[src/rtl/brlink_unit.sv]
module brlink_unit #(
  parameter bit RESET_MODE = 1'b0
) (
  input  logic        clk,
  input  logic        rst_n,
  input  logic        op_valid,
  input  logic [2:0]  op,
  input  logic [31:0] instr_addr,
  input  logic [1:0]  ilc,
  input  logic [1:0]  cc,
  input  logic [3:0]  pmask,
  input  logic [31:0] link_in,
  input  logic [31:0] tgt_in,
  input  logic        tgt_none,
  input  logic        link_none,
  input  logic [31:0] ea_in,
  output logic [31:0] ea_out,
  output logic [31:0] next_addr,
  output logic        mode,
  output logic        link_we,
  output logic [31:0] link_wdata
);
  localparam logic [31:0] MASK24 = 32'h00FF_FFFF;
  localparam logic [31:0] MASK31 = 32'h7FFF_FFFF;
  localparam logic [2:0]  OP_LINK = 3'd1, OP_SAVE = 3'd2, OP_SAVESET = 3'd3, OP_SETMODE = 3'd4;

  function automatic logic [31:0] amask(input logic [31:0] a, input logic m);
    return a & (m ? MASK31 : MASK24);
  endfunction

  logic [31:0] ret, n_addr, n_wd;
  logic        n_mode, n_we, branch, set_mode;

  assign ea_out = amask(ea_in, mode);
  assign ret    = amask(instr_addr + {29'd0, ilc, 1'b0}, mode);
  assign branch = !tgt_none && (op == OP_LINK || op == OP_SAVE || op == OP_SAVESET || op == OP_SETMODE);
  assign set_mode = op == OP_SAVESET || op == OP_SETMODE;

  always_comb begin
    n_we = 1'b0;
    n_wd = link_wdata;
    case (op)
      OP_LINK: begin
        n_we = 1'b1;
        n_wd = mode ? {1'b1, ret[30:0]} : {ilc, cc, pmask, ret[23:0]};
      end
      OP_SAVE: begin
        n_we = 1'b1;
        n_wd = ret;
      end
      OP_SAVESET: begin
        n_we = 1'b1;
        n_wd = {mode, ret[30:0]};
      end
      OP_SETMODE: begin
        n_we = !link_none;
        n_wd = link_none ? link_wdata : {mode, link_in[30:0]};
      end
      default: ;
    endcase
    n_mode = (branch && set_mode) ? tgt_in[31] : mode;
    n_addr = branch ? amask(tgt_in, n_mode) : ret;
  end

  always_ff @(posedge clk) begin
    if (!rst_n) begin
      mode       <= RESET_MODE;
      next_addr  <= '0;
      link_we    <= 1'b0;
      link_wdata <= '0;
    end else if (op_valid) begin
      mode       <= n_mode;
      next_addr  <= n_addr;
      link_we    <= n_we;
      link_wdata <= n_wd;
    end else begin
      link_we <= 1'b0;
    end
  end
endmodule

[config.mk]
export PLATFORM = sky130hd
export DESIGN_NAME = brlink_unit
export DESIGN_NICKNAME = d
export VERILOG_FILES = /design/src/rtl/brlink_unit.sv
export SDC_FILE = /design/constraint.sdc
export NUM_CORES = 1
export LEC_CHECK = 0
export BUFFER_PORTS_ARGS = -buffer_cell sky130_fd_sc_hd__buf_2
export CAP_MARGIN = 20
export CORE_MARGIN = 4
export CORE_UTILIZATION = 44
export DETAILED_ROUTE_END_ITERATION = 8
export GPL_TIMING_DRIVEN = 0
export HOLD_SLACK_MARGIN = 0.06
export PLACE_DENSITY_LB_ADDON = 0.08
export RECOVER_POWER = 50
export SYNTH_ARGS = -nofsm -noshare
export SYNTH_HDL_FRONTEND = slang
export SYNTH_SLANG_ARGS = --single-unit
[constraint.sdc]
create_clock -name clk -period 2.2 [get_ports clk]
set_input_delay 0.22 -clock clk [delete_from_list [all_inputs] [get_ports clk]]
set_output_delay 0.22 -clock clk [all_outputs]
set_load 0.005 [all_outputs]
Word level (Yosys, flattened, before mapping)
Cells that the tools add are included.

Add/subtract/negate cells: 1. Equal/unequal tests: 5. Multiplexer cells: 8. Bitwise operators: 3. Reduce and logical (&&, ||, !) cells: 12.

Operators by type and width (number): $pmux 32 s4 (1); $mux 32 (3); $and 32x31->32 (2); $mux 31 (2); $add 32x3->32 (1); $and 32x32->32 (1); $eq 3x2->1 const B (2); $logic_or 1x1->1 (4); $reduce_bool 4->1 (1); $eq 3x1->1 const B (1); $eq 3x3->1 const B (1); $reduce_and 3->1 (1); $reduce_or 3->1 (1); $logic_and 1x1->1 (2); $logic_not 1->1 (2); $ne 2x2->1 const B (1); $pmux 1 s2 (1); $reduce_and 2->1 (1); $mux 1 (1).

Flip-flop bits (word level): 66. Input port bits: 144. Output and inout bits: 98.

Depth between registers and ports, before layout
Depth in word-level cells: 10. Mapped depth: 8. Mapped depth without buffers: 7.

Worst setup path before layout
Ideal clock, no wire load.

Path type: input to register. Start point: in instr_addr[1]. End point: reg link_wdata[21]. Library setup time: 0.074 ns. Data arrival time: 1.895 ns. Slack: 0.231 ns. Stages: 7. Buffers on the path: 0. Path through: ha_1 -> fa_1 -> nand4_4 -> nor4_4 -> nand4_2 -> or4_1 -> a31oi_1.

Cells in the longest elaborated chain, start to end: 4.

Ends and longest elaborated chain: start: declaration (line 8) `input logic [31:0] instr_addr,`; $add 32x3->32 * (line 35) `assign ret = amask(instr_addr + {29'd0, ilc, 1'b0}, mode);`; $and 32x31->32 * (line 28) `return a & (m ? MASK31 : MASK24);`; $mux 32 (line 45) `n_wd = mode ? {1'b1, ret[30:0]} : {ilc, cc, pmask, ret[23:0]};`; $pmux 32 s4 * (line 42) `case (op)`; end signal: assignment (line 75) `link_wdata <= n_wd;`; end: declaration (line 21) `output logic [31:0] link_wdata`.

Mark *: on every way between the ends. The rest lies on a longest branch, timed or not. A chain may end at the register's enable or synchronous reset.

Worst setup path in the final report
Start point: in ilc[0]. End point: reg link_wdata[21].

Cells in the longest elaborated chain, start to end: 4.

Ends and longest elaborated chain: start: declaration (line 9) `input logic [1:0] ilc,`; $add 32x3->32 * (line 35); $and 32x31->32 * (line 28); $mux 32 (line 45); $pmux 32 s4 * (line 42).

Marks and branches as above.

==> flow_summary.json <==
{
  "clock_latency_ns": 0.35,
  "layout_commonest_cell": "buf_2",
  "r2r_start": "mode$_SDFFE_PN0P_",
  "fin_crit_sh": 0.937,
  "final_hold_viol_count": 0,
  "grt_pass1_wl_um": 25100,
  "ys.warnings.count": 0,
  "ys.flop_type": "dfxtp_1",
  "grt_overflow": 0,
  "start_util": 0.461,
  "cts_hold_buf": 0,
  "syn_to_final_growth_pct": 32.8,
  "async_reset_ff_frac": 0,
  "grt_start_max_net_pins": 13,
  "totalWireLength_um": 16200,
  "dpl_cell_area_um2": 5280,
  "synthCells": 519,
  "worstPathArrival_ns": 2.34,
  "num_vias": 4926,
  "cts_max_level": 3,
  "grt_pass1_vias": 4870,
  "stdcell_area_um2": 5450,
  "io_buffer_count": 208,
  "synth_area_um2": 4100,
  "drv_slew": 0,
  "avgSynthCellArea_um2": 7.90,
  "period_needed_ns": 2.06,
  "fin_setup_tns_ns": 0,
  "nets": 886,
  "cp_max_fo": 6,
  "timing.fmax_mhz": 485,
  "ant_nets": 0,
  "antenna_found_initial": 0,
  "rows": 34,
  "timing.rr.end": "next_addr[27]$_SDFFE_PN0P_",
  "critical_path_class": "input pin to register",
  "final_cell_mix": "buf_2, dfxtp_1, clkbuf_1",
  "cp.required_ns": 2.48,
  "dieHeight_um": 105,
  "r2r_cells": 5,
  "end_kind": "register",
  "rsz0062_at_grt": "no",
  "clk_pin_slew_worst_paths_ns": 0.08,
  "drv_cap": 0,
  "drcViolationCount": 0,
  "cts_sinks": 65,
  "dp_hpwl_um": 12800,
  "hold_start": "link_in[1]",
  "static-leakage-power_nw": 2.45,
  "via_per_inst": 5.78,
  "core_area_um2": 8890,
  "cts-root-buf": "clkbuf_8",
  "holdPathEnd": "link_wdata[1]$_SDFFE_PN0P_",
  "dieArea_um2": 10900,
  "relSlewSlack": 0.475,
  "cts_buffer_depth": 2,
  "skew_ns": 0.00994,
  "holdPathStages": 3,
  "ys_seq_area_frac": 0.317,
  "dr.pass1.iters": 5,
  "num_antenna_cells": 0,
  "status": "completed",
  "cp-start-kind": "input pin",
  "r2r_slack_ns": 0.60,
  "p_per_area_nw_per_um2": 568,
  "drt_iter0_drc": 282,
  "synth-edff-count": 0,
  "setup_violations": 0,
  "fillers": 870,
  "cts_setup_buffers": 0,
  "hold_class": "input pin to register",
  "cts_buffers": 9,
  "synth_cell_types": 65,
  "wire_per_inst_um": 19.1,
  "worst_pin_slew_ns": 0.783,
  "ys_ff_latch": 65,
  "routabilityCongestion": 0.885,
  "die_x_um": 105,
  "ios": 242,
  "irDropWorstVdd_mv": 0.260,
  "grt_usage": 0.287,
  "final_util": 0.613,
  "cts_tree": "yes",
  "layout-drive-gt1-share": 0.332
}
power by group:
part / switching [mW] / internal (mW) / total, mW
clock network: 0.526 / 0.592 / 1.12
logic: 0.392 / 0.297 / 0.688
registers: 0.0422 / 1.25 / 1.29
synth_stat cells (3+ instances only):
| cell type | number | area [µm²] |
|---|---|---|
| a2bb2oi_1 | 4 | 35.0 |
| dfxtp_1 | 65 | 1300 |
| xnor2_1 | 10 | 87.6 |
| nand2_1 | 44 | 165 |
| and2_1 | 9 | 56.3 |
| and3_1 | 11 | 68.8 |
| xor2_1 | 14 | 123 |
| buf_2 | 13 | 65.1 |
| buf_4 | 26 | 195 |
| o21ai_0 | 44 | 220 |
| nand3_1 | 38 | 190 |
| o2bb2ai_1 | 14 | 123 |
| a311oi_1 | 8 | 70.1 |
| clkbuf_1 | 21 | 78.8 |
| a21o_1 | 3 | 22.5 |
| buf_1 | 3 | 11.3 |
| a21oi_1 | 25 | 125 |
| a21boi_0 | 7 | 52.6 |
| nor3b_1 | 3 | 22.5 |
| nand4_1 | 14 | 87.6 |
| o211ai_1 | 9 | 67.6 |
| nor3_1 | 4 | 20.0 |
| nor2_1 | 38 | 143 |
| nand2b_1 | 3 | 18.8 |
| nor2b_1 | 5 | 31.3 |
| o22ai_1 | 10 | 62.6 |
| inv_1 | 6 | 22.5 |
| a211oi_1 | 3 | 22.5 |
| mux2i_1 | 9 | 90.1 |
| nor4_1 | 8 | 50.1 |
metal layers:
layer,routed length [µm],GRT usage,vias up
met1,6400,0.345,2312
met3,1410,0.0604,23
met2,8190,0.519,279
met4,241,0.0760,0
li1,-,-,2312
met5,0,0,-
worst max-delay path, stage by stage:
cell,delay [ns]
buf_2,0.10
ha_1,0.19
fa_1,0.34
nand4_4,0.19
nor4_4,0.47
nand4_2,0.20
or4_1,0.44
a31oi_1,0.18
worst max-delay path by stage:
stage	startpoint	to	slack, ns	cells past startpoint
after floorplan	instr_addr[1]	link_wdata[21]$_SDFFE_PN0P_	0.23	7
after global placement	ilc[0]	link_wdata[21]$_SDFFE_PN0P_	-0.16	8
after detailed placement	ilc[0]	link_wdata[21]$_SDFFE_PN0P_	-0.18	8
after CTS	mode$_SDFFE_PN0P_	ea_out[25]	0.02	4
after global routing	ilc[0]	link_wdata[21]$_SDFFE_PN0P_	0.009	8
final	ilc[0]	link_wdata[21]$_SDFFE_PN0P_	0.14	8
layout make-up:
cell class,instances,area [µm²],share of cell area
flip-flops and latches,65,1300,0.239
inverters,8,30.0,0.00551
repair buffers,208,995,0.183
plain buffers,63,352,0.0645
well taps,108,135,0.0248
multi-input cells,384,2420,0.445
clock buffers,11,151,0.0278
clock inverters,5,60.1,0.0110
stage by stage:
stage	instances	total power [mW]	hold WS, ns	setup WS, ns
after floorplan	520	1.67	0.379	0.231
after global placement	836	1.99	0.438	-0.164
after detailed placement	836	2.01	0.449	-0.177
after CTS	852	3.10	0.122	0.0184
after global routing	852	3.22	0.137	0.00925
final	852	3.10	0.125	0.138
repair_timing:
action	in CTS	in global routing
hold endpoints to repair	0	0
gates resized for setup	0	2
endpoints found under the setup margin	0	7
cells by family (layout without fill, tap and decap cells):
family                     after synthesis  after routing  share of synthesized area
AOI/OAI and AO/OA                      148            148                      0.237
xor gates and xnor gates                24             24                     0.0513
adders and majority gates                3              3                     0.0110
buffers and inverters                   71            295                     0.0927
DFF                                     65             65                      0.317
muxes                                   10             10                     0.0247
other                                    1              2                   0.000914
and+or+nand+nor                        197            197                      0.265
registers in the layout, indices dropped and copies added (netlist names):
signal / cells
link_wdata: 32
next_addr: 31
link_we: 1
mode: 1
Power figures use the tool's default switching activity.
